==> src/rtl/fl_pkg.sv <==
package fl_pkg;

    typedef enum logic [1:0] {
        SD_OFF  = 2'b00,
        SD_LOW  = 2'b01,
        SD_HIGH = 2'b10
    } sd_class_t;

    typedef struct packed {
        logic fiber;
        logic link;
        logic led;
        logic bypass;
        logic fault;
    } link_view_t;

    function automatic sd_class_t classify(input logic [1:0] raw);
        case (raw)
            2'b00:   return SD_OFF;
            2'b10:   return SD_HIGH;
            default: return SD_LOW;
        endcase
    endfunction

    function automatic link_view_t decode_class(input sd_class_t cls);
        link_view_t v;
        v.fiber  = (cls != SD_OFF);
        v.link   = (cls == SD_HIGH);
        v.led    = (cls == SD_HIGH);
        v.bypass = (cls != SD_OFF);
        v.fault  = (cls == SD_LOW);
        return v;
    endfunction

endpackage

==> src/rtl/fl_sd_filter.sv <==
module fl_sd_filter
    import fl_pkg::*;
#(
    parameter int DEBOUNCE_CYCLES = 4
) (
    input  logic      clk,
    input  logic      rst,
    input  sd_class_t raw_cls,
    output sd_class_t acc_cls
);
    localparam int CW = $clog2(DEBOUNCE_CYCLES + 1);
    localparam logic [CW-1:0] CNT_TOP = CW'(DEBOUNCE_CYCLES - 1);

    sd_class_t     cand;
    logic [CW-1:0] cnt;

    always_ff @(posedge clk) begin
        if (rst) begin
            cand    <= SD_OFF;
            acc_cls <= SD_OFF;
            cnt     <= '0;
        end else if (raw_cls != cand) begin
            cand <= raw_cls;
            cnt  <= '0;
        end else if (cnt == CNT_TOP) begin
            if (acc_cls != cand) acc_cls <= cand;
        end else begin
            cnt <= cnt + 1'b1;
        end
    end

    AST_ACCEPT_STABLE: assert property (@(posedge clk) disable iff (rst)
        (acc_cls != $past(acc_cls)) |-> ($past(raw_cls) == acc_cls && $past(raw_cls, 2) == acc_cls));

endmodule

==> src/rtl/fl_fault_gen.sv <==
module fl_fault_gen #(
    parameter int FAULT_ONES = 84
) (
    input  logic clk,
    input  logic rst,
    input  logic fault_req,
    input  logic frame_req,
    output logic fef_sel,
    output logic fef_bit,
    output logic frame_ok
);
    localparam int IW = $clog2(FAULT_ONES + 1);
    localparam logic [IW-1:0] LAST = IW'(FAULT_ONES);

    logic          busy;
    logic [IW-1:0] idx;
    logic          may_start;

    assign may_start = fault_req && !frame_req;

    always_ff @(posedge clk) begin
        if (rst) begin
            busy <= 1'b0;
            idx  <= '0;
        end else if (busy) begin
            if (idx == LAST) begin
                idx <= '0;
                if (!may_start) busy <= 1'b0;
            end else begin
                idx <= idx + 1'b1;
            end
        end else if (may_start) begin
            busy <= 1'b1;
            idx  <= '0;
        end
    end

    assign fef_sel  = busy;
    assign fef_bit  = busy && (idx != LAST);
    assign frame_ok = !busy;

    AST_START_IN_IDLE: assert property (@(posedge clk) disable iff (rst)
        $rose(fef_sel) |-> $past(fault_req && !frame_req));

    AST_SINGLE_ZERO: assert property (@(posedge clk) disable iff (rst)
        (fef_sel && !fef_bit) |=> !(fef_sel && !fef_bit));

    AST_GROUP_RUNS: assert property (@(posedge clk) disable iff (rst)
        (fef_sel && fef_bit) |=> fef_sel);

endmodule

==> src/rtl/fiber_link_mon.sv <==
module fiber_link_mon
    import fl_pkg::*;
#(
    parameter int DEBOUNCE_CYCLES = 4,
    parameter int FAULT_ONES      = 84
) (
    input  logic       clk,
    input  logic       rst,
    input  logic [1:0] sd_level,
    input  logic       tx_frame_req,
    output logic       tx_frame_ok,
    output logic       fiber_mode,
    output logic       link_up,
    output logic       link_led,
    output logic       autoneg_bypass,
    output logic       fef_sel,
    output logic       fef_bit
);
    sd_class_t  raw_cls;
    sd_class_t  acc_cls;
    link_view_t view;

    assign raw_cls = classify(sd_level);

    fl_sd_filter #(.DEBOUNCE_CYCLES(DEBOUNCE_CYCLES)) filt_i (
        .clk     (clk),
        .rst     (rst),
        .raw_cls (raw_cls),
        .acc_cls (acc_cls)
    );

    assign view           = decode_class(acc_cls);
    assign fiber_mode     = view.fiber;
    assign link_up        = view.link;
    assign link_led       = view.led;
    assign autoneg_bypass = view.bypass;

    fl_fault_gen #(.FAULT_ONES(FAULT_ONES)) fgen_i (
        .clk       (clk),
        .rst       (rst),
        .fault_req (view.fault),
        .frame_req (tx_frame_req),
        .fef_sel   (fef_sel),
        .fef_bit   (fef_bit),
        .frame_ok  (tx_frame_ok)
    );

    AST_LINK_NEEDS_FIBER: assert property (@(posedge clk) disable iff (rst)
        link_up |-> fiber_mode);

endmodule

==> config.mk <==
export PLATFORM = sky130hd
export DESIGN_NAME = fiber_link_mon
export DESIGN_NICKNAME = d
export VERILOG_FILES = /design/src/rtl/fl_pkg.sv /design/src/rtl/fl_sd_filter.sv /design/src/rtl/fl_fault_gen.sv /design/src/rtl/fiber_link_mon.sv
export SDC_FILE = /design/constraint.sdc
export NUM_CORES = 1
export LEC_CHECK = 0
export CAP_MARGIN = 10
export CORE_MARGIN = 1
export CORE_UTILIZATION = 35
export DETAILED_ROUTE_END_ITERATION = 8
export PLACE_DENSITY = 0.64
export SYNTH_ARGS = -nofsm -noshare
export SYNTH_HDL_FRONTEND = slang
export SYNTH_SLANG_ARGS = --single-unit
export TNS_END_PERCENT = 5
==> constraint.sdc <==
create_clock -name clk -period 1.9 [get_ports clk]
set_input_delay 0.475 -clock clk [delete_from_list [all_inputs] [get_ports clk]]
set_output_delay 0.475 -clock clk [all_outputs]
set_load 0.02 [all_outputs]
; ---- Word-level counts from Yosys, hierarchy flattened
; Cells that the tools add are included.
[classes]
bitwise_logic = 1
n_addsub = 2
muxes = 7
n_eq_ne = 8
reduce_logical = 9
[op_table]
columns = op, count
row1 = 7-bit two-way mux, 3
row2 = 7-bit by 1-bit adder with 7-bit output (second input constant), 1
row3 = 7-bit == test (second input constant), 1
row4 = 7-bit inequality test (second input constant), 1
row5 = 2-bit == test (second input constant), 2
row6 = 2-bit inequality test, 2
row7 = 2-bit case mux with 2 select lines, 1
row8 = 2-bit nonzero test, 2
row9 = 3-bit by 1-bit adder with 3-bit output (second input constant), 1
row10 = 3-bit by 2-bit == test with 1-bit output (second input constant), 1
row11 = 1-bit two-way mux, 3
row12 = 3-bit AND reduction, 1
row13 = 2-bit by 1-bit == test with 1-bit output (second input constant), 1
row14 = 1-bit logical AND, 2
row15 = 1-bit zero test, 2
row16 = 2-bit zero test, 1
row17 = 2-bit OR reduction, 1
row18 = 1-bit inverter, 1
[word_totals]
input_bits = 5
ff_bits = 15
output_inout_bits = 7

; ---- Depth between registers and ports, before layout
; Gate-level depths: netlist of the first run.
[depth]
ltp_word = 5
depth_mapped = 6
mapped_depth_nobuf = 5

; ---- Modules after synthesis
; A second synthesis of the first run with hierarchy kept.
[hier_totals]
hier_cells = 92
area_unflattened_um2 = 822.0
[by_module_without_submodules]
columns = mod, area_each_um2, cells_per_inst, n_inst
row1 = fl_fault_gen, 444.2, 52, 1
row2 = fl_sd_filter, 334.1, 33, 1
row3 = fiber_link_mon, 43.8, 7, 1

; ---- Worst setup path after synthesis of the first run
; Ideal clock, no wire load.
[synth_timing]
path_type = register to output
start = reg fgen_i.busy (netlist: fgen_i.fef_sel)
end = out fef_bit
arrival_ns = 1.064
slack_ns = 0.361
t_required_ns = 1.425
stages_incl_launch_ff = 3
cell_sequence = dfxtp_1 -> inv_1 -> a31oi_4
[synth_between]
elab_chain_len = 1
[synth_lines]
columns = element, line_no
row1 = from (decl), fl_fault_gen.sv:15  ; logic busy;
row2 = from (signal assigned), fl_fault_gen.sv:23  ; busy <= 1'b0;
row3 = from (signal assigned), fl_fault_gen.sv:28  ; if (!may_start) busy <= 1'b0;
row4 = from (signal assigned), fl_fault_gen.sv:33  ; busy <= 1'b1;
row5 = 1-bit logical AND, fl_fault_gen.sv:39  ; assign fef_bit = busy && (idx != LAST);
row6 = to (decl), fiber_link_mon.sv:17  ; output logic fef_bit
; Every way passes these cells.

; ---- Worst setup path in the final report of the first run
[layout_timing]
start = reg fgen_i.busy (netlist: fgen_i.fef_sel)
end = out fef_sel
[layout_rtl]
columns = element, line_no
row1 = to (decl), fiber_link_mon.sv:16  ; output logic fef_sel,
; No word-level cell between the ends.

==> results by group, run 1 <==
Route
  – Met3 wire len: 85 µm
  – DR iter-0 viols: 14
  – WL met2: 751 µm
  – Metal-1 WL: 759 µm
  – DR DRC count: 0
  – Vias: 709
  – WL/cell: 11.7 µm
  – Vias per cell: 5.14
  – DR pass1 iterations: 4
  – ANT nets after route: 0
  – Top Metal Used: met4
  – Routed wire length: 1.61 mm

Power
  – Tot Pwr: 0.534 mW
  – Leakage power: 0.419 nW
  – Peak supply drop: 249 µV
  – Power Density: 545 nW/µm²

Synth
  – EDFF count, synth: 0
  – Syn nets: 100
  – Sequential fraction of the synthesis area: 0.384
  – Fraction of post-synthesis cell area in the top cell type by area: 0.384
  – Unique masters post-synth: 33
  – Avg Synthesized Cell Area: 8.59 µm²
  – Mapped Area: 782 µm²
  – Cells after Synth: 91
  – Yosys warns: 0
  – Flops & latches, synth: 15
  – Largest area contributor in the netlist: dfxtp_1
  – Ys flop type: dfxtp_1
  – Top post-synthesis cells by area: dfxtp_1 38%, ha_1 6.4%, nor2_1 5.8%
  – Synth async-reset ratio: 0

Setup path
  – Crit Path Category: reg -> out
  – Crit path required time: 1.42 ns
  – Startpoint Class: flop
  – CP max FO: 6
  – CP Data Arrival Time: 1.36 ns
  – Worst setup EP type: primary output
  – Internal reg-to-reg setup slack: 0.48 ns

Clock network
  – CTS clock-pin slew for the worst setup and hold paths: 0.09 ns
  – CTS tree: yes
  – Clock buffer depth: 2
  – H-tree Lvls: 1
  – Clk sinks: 15
  – Clk_lat worst skew: 0.28 ns
  – Setup Buffers After CTS: 0
  – Cts bufs inserted: 3
  – CTS Root Cell: clkbuf_4

Floorplanning
  – Core Region: 2020 µm²
  – Die height: 49.3 µm
  – Rows: 16
  – Die W: 49.3 µm
  – Ports: 12
  – Die ar.: 2430 µm²
  – Starting Density: 0.387

Finish
  – Total Nets Final: 121
  – Ratio of cells with drive above 1 in the final layout: 0.162
  – ANT cells: 0
  – P&R area growth vs syn: 25.4%
  – Most frequent cells in the layout: 15 x dfxtp_1, 12 x nor2_1, 10 x buf_4
  – Commonest non-fill, non-tap cell in the layout: dfxtp_1

Place
  – Number of port buffers: 11
  – RePlAce Congestion: 0.870
  – Final HPWL DP: 1.26 mm

Timing
  – Setup-failing EPs final: 0
  – Worst Tran Pin Value: 0.390 ns
  – Setup_tns: 0 ns
  – Final Cycle Share: 0.965
  – Final Hold Fails: 0
  – Relative slew slack: 0.739
  – Setup Skew: 0.00301 ns
  – RSZ-0062 raised after global routing: no
  – Post-route minimum period: 1.83 ns
  – Fin. max-slew vios: 0
  – Fmax: 0.546 GHz

Job
  – Maxcap violations: 0

GRT
  – Remaining global-route overflow: 0
  – Initial antenna violation count: 0
  – Vias in the first global route: 645
  – Largest net degree at the start of global routing: 10
  – First-pass GRT wire length: 2.84 mm
  – Overall Global Routing Usage: 0.152

Outcome
  – Status: completed

Worst hold path
  – Worst hold path type: reg -> reg
timing repair:
action / in CTS / in global routing
pin swaps: 0 / 0
cloned: 0 / 0
endpoints found under the setup margin: 5 / 1
resized for setup: 6 / 1
hold buffers: 0 / 0
layer usage:
| layer | GRT usage | vias to the layer above |
|---|---|---|
| li1 | - | 361 |
| met1 | 0.195 | 325 |
| met2 | 0.244 | 21 |
| met3 | 0.0280 | 2 |
| met4 | 0.0686 | 0 |
| met5 | 0 | - |
stage by stage:
stage	cell area, µm²	util	hold slack (ns)	instances	worst slack (ns)
floorplan	782	-	0.452	91	0.361
global placement	963	0.476	0.468	134	0.0348
detailed placement	963	0.476	0.470	134	0.0382
CTS	986	0.488	0.478	138	0.000613
global route	981	0.485	0.540	138	0.00323
finish	981	0.485	0.474	138	0.0674
critical path, cell delays in order, from the launching register on:
cell and delay (ns):
dfxtp_1 0.34, buf_4 0.14, clkdlybuf4s50_1 0.60
cell families (layout without fill, tap and decap cells):
group,count (synthesis),count (layout),synth area share
XOR/XNOR,2,2,0.0224
AO/OA/AOI/OAI,17,17,0.166
flip-flops,15,15,0.384
AND/OR/NAND/NOR,38,38,0.251
multiplexers,2,2,0.0256
buffers and inverters,13,33,0.0864
adder cells (fa/ha/maj),4,4,0.0640
synth_stat cells (2+ instances only):
cell and n:
and4_1 2, nand2_1 7, ha_1 4, dfxtp_1 15, or2_2 2, a21oi_1 5, nor3_1 2, nor2b_1 2
mux2i_1 2, buf_4 3, inv_1 8, nor2_1 12, o21ai_0 2, nand3_1 4, o2111ai_1 2, nor3b_1 2
where the power goes:
part | total [mW] | leakage, nW | internal (mW) | switching, mW
Sequential | 0.321 | 0.121 | 0.318 | 0.00263
Combinational | 0.0317 | 0.280 | 0.0163 | 0.0154
Clock | 0.182 | 0.0177 | 0.0782 | 0.104
Total | 0.534 | 0.419 | 0.412 | 0.122
final timing paths:
path / start / endpoint / depth (start not counted)
worst max-delay path: fgen_i.fef_sel / fef_sel / 2
worst min-delay path: filt_i.cand[0] / filt_i.acc_cls[0] / 2
worst max register to register: fgen_i.idx[0] / fgen_i.idx[3] / 6
worst min register to register: filt_i.cand[0] / filt_i.acc_cls[0] / 2
registers in the layout, indices dropped and copies added, names as in the netlist:
register and cells:
filt_i.acc_cls 2, filt_i.cnt 3, fgen_i.fef_sel 1, filt_i.cand 2
fgen_i.idx 7
final cells by class:
class | count | area [µm²]
timing repair buffer | 21 | 175
fill | 216 | 1040
sequential | 15 | 300
clock buffer | 3 | 22.5
clock inverter | 1 | 5.00
multi-input combinational | 63 | 414
tap | 27 | 33.8
inverter | 8 | 30.0
No activity file was read; power rests on OpenSTA's default activity.
==> run 2, diff against run 1 <==
Settings changed: CORE_MARGIN 1 to 4, CORE_UTILIZATION 35 to 48, MAX_ROUTING_LAYER set to met4, PLACE_DENSITY 0.64 to 0.8.
==> results by group, run 2 (synthesized netlist as in run 1, its figures left out) <==
Place
  – Number of port buffers: 11 (unchanged)
  – Final HPWL DP: 1.33 mm (was 1.26 mm)
  – # placed instances: 123 (was 134)
  – RePlAce Congestion: 0.848 (was 0.870)

Route
  – DR DRC count: 0 (unchanged)
  – WL/cell: 13.1 µm (was 11.7 µm)
  – Routed wire length: 1.67 mm (was 1.61 mm)
  – DR iter-0 viols: 7 (was 14)
  – Vias per cell: 5.49 (was 5.14)
  – Vias: 697 (was 709)
  – ANT nets after route: 0 (unchanged)
  – DR pass1 iterations: 4 (unchanged)

Power
  – Combinational share of power: 0.063 (was 0.059)
  – Switch Pwr: 0.116 mW (was 0.122 mW)
  – Internal power: 0.417 mW (was 0.412 mW)
  – Power Density: 551 nW/µm² (was 545 nW/µm²)
  – Leakage power: 0.434 nW (was 0.419 nW)
  – Clock Power Share: 0.335 (was 0.341)
  – Tot Pwr: 0.533 mW (was 0.534 mW)
  – Peak supply drop: 434 µV (was 249 µV)
  – Flop pwr share: 0.601 (was 0.600)
  – Switching Fraction: 0.218 (was 0.228)

Floorplanning
  – Die ar.: 2340 µm² (was 2430 µm²)
  – Rows: 14 (was 16)
  – Core Region: 1520 µm² (was 2020 µm²)
  – Die height: 48.4 µm (was 49.3 µm)
  – Ports: 12 (unchanged)
  – Starting Density: 0.513 (was 0.387)
  – Die W: 48.4 µm (was 49.3 µm)

Clock network
  – Setup Buffers After CTS: 0 (unchanged)
  – Post-CTS Hold Buffers: 0 (unchanged)
  – Cts bufs inserted: 3 (unchanged)
  – CTS Root Cell: clkbuf_4 (unchanged)
  – CTS clock-pin slew for the worst setup and hold paths: 0.09 ns (about the same)
  – Clock buffer depth: 2 (unchanged)
  – CTS tree: yes (unchanged)
  – Clk sinks: 15 (unchanged)
  – H-tree Lvls: 1 (unchanged)
  – Clk_lat worst skew: 0.28 ns (about the same)

Finish
  – ANT cells: 0 (unchanged)
  – Total Nets Final: 121 (unchanged)
  – Most frequent cells in the layout: 15 x dfxtp_1, 12 x nor2_1, 10 x buf_4 (unchanged)
  – Commonest non-fill, non-tap cell in the layout: dfxtp_1 (unchanged)
  – Register area: 300 µm² (unchanged)
  – Max reg flops: 7 (unchanged)
  – FILL cells: 129 (was 216)
  – Biggest register: fgen_i.idx (unchanged)
  – P&R area growth vs syn: 23.8% (was 25.4%)
  – Ratio of cells with drive above 1 in the final layout: 0.153 (was 0.162)
  – Multi-input logic area: 414 µm² (unchanged)
  – Largest registers: fgen_i.idx: 7 flops, filt_i.cnt: 3 flops (unchanged)
  – Finished Layout Cells: 127 (was 138)

Timing
  – Setup_tns: 0 ns (unchanged)
  – Relative slew slack: 0.767 (was 0.739)
  – Min Hold Slack: 0.508 ns (was 0.474 ns)
  – Fmax: 0.555 GHz (was 0.546 GHz)
  – RSZ-0062 raised after global routing: no (unchanged)
  – Worst Tran Pin Value: 0.348 ns (was 0.390 ns)
  – Setup-failing EPs final: 0 (unchanged)
  – Final Hold Fails: 0 (unchanged)
  – Fin. max-slew vios: 0 (unchanged)
  – Final Cycle Share: 0.949 (was 0.965)
  – Post-route minimum period: 1.80 ns (was 1.83 ns)
  – Setup Skew: 0.00584 ns (was 0.00301 ns)

Setup path
  – Startpoint Class: flop (unchanged)
  – Worst setup EP type: primary output (unchanged)
  – Crit path required time: 1.42 ns (about the same)
  – CP Data Arrival Time: 1.33 ns (was 1.36 ns)
  – Crit Path Category: reg -> out (unchanged)
  – CP max FO: 2 (was 6)

GRT
  – Vias in the first global route: 718 (was 645)
  – Overall Global Routing Usage: 0.166 (was 0.152)
  – Initial antenna violation count: 0 (unchanged)
  – Largest net degree at the start of global routing: 10 (unchanged)
  – First-pass GRT wire length: 2.99 mm (was 2.84 mm)
  – Remaining global-route overflow: 0 (unchanged)

Worst hold path
  – Worst hold path type: reg -> reg (unchanged)

Outcome
  – Status: completed (unchanged)

Job
  – Maxcap violations: 0 (unchanged)
run 2: cell types whose count changed in the layout (fill, tap and decap cells not counted):
| cell | delta |
|---|---|
| clkinv_2 | -1 |
| dlymetal6s2s_1 | +1 |
| clkdlybuf4s50_1 | -1 |
| clkbuf_1 | +1 |
run 2: final timing paths:
| kind | from | to | slack (ns) | depth (start not counted) |
|---|---|---|---|---|
| min | filt_i.acc_cls[1] | filt_i.acc_cls[1] | 0.51 | 2 |
| max reg2reg | fgen_i.idx[0] | fgen_i.idx[3] | 0.49 | 6 |
| min reg2reg | filt_i.acc_cls[1] | filt_i.acc_cls[1] | 0.51 | 2 |
| max | fgen_i.fef_sel | tx_frame_ok | 0.1 | 2 |
run 2: power by group through the flow:
stage                     logic, mW  clock network, mW  registers [mW]
final                        0.0338              0.179           0.321
after global routing         0.0376              0.204           0.321
after CTS                    0.0337              0.183           0.321
after detailed placement     0.0335                  0           0.328
after global placement       0.0322                  0           0.328
after floorplan              0.0183                  0           0.328
run 2: final cells by class:
class | count | area share
clock buffer | 4 | 0.0271
timing repair buffer | 21 | 0.183
multi-input combinational | 63 | 0.428
inverter | 8 | 0.0310
sequential | 15 | 0.310
tap | 16 | 0.0207
run 2: per-stage QoR:
step / worst slack (ns) / utilization / area, µm²
6_report: 0.0975 / 0.635 / 968
5_1_grt: 0.0246 / 0.635 / 968
4_1_cts: 0.0225 / 0.637 / 971
3_5_place_dp: 0.0344 / 0.623 / 950
3_3_place_gp: 0.0546 / 0.623 / 950
2_1_floorplan: 0.361 / - / 782
run 2: layer usage:
metal	up-vias	share of wire	global-route usage	wire (µm)
met2	12	0.52	0.276	868
li1	360	-	-	-
met1	321	0.42	0.181	707
met4	0	0.025	0.101	42
met3	4	0.030	0.0276	50
met5	-	0	-	0
run 2: critical path, cell delays in order, from the launching register on:
cell and delay (ns):
dfxtp_1 0.32, inv_1 0.10, clkdlybuf4s50_1 0.62
run 2: repair_timing:
action | 4_1_cts | 5_1_grt
endpoints found under the setup margin | 5 | 2
hold endpoints to repair | 0 | 0
gates resized for setup | 6 | 2
cloned | 0 | 0
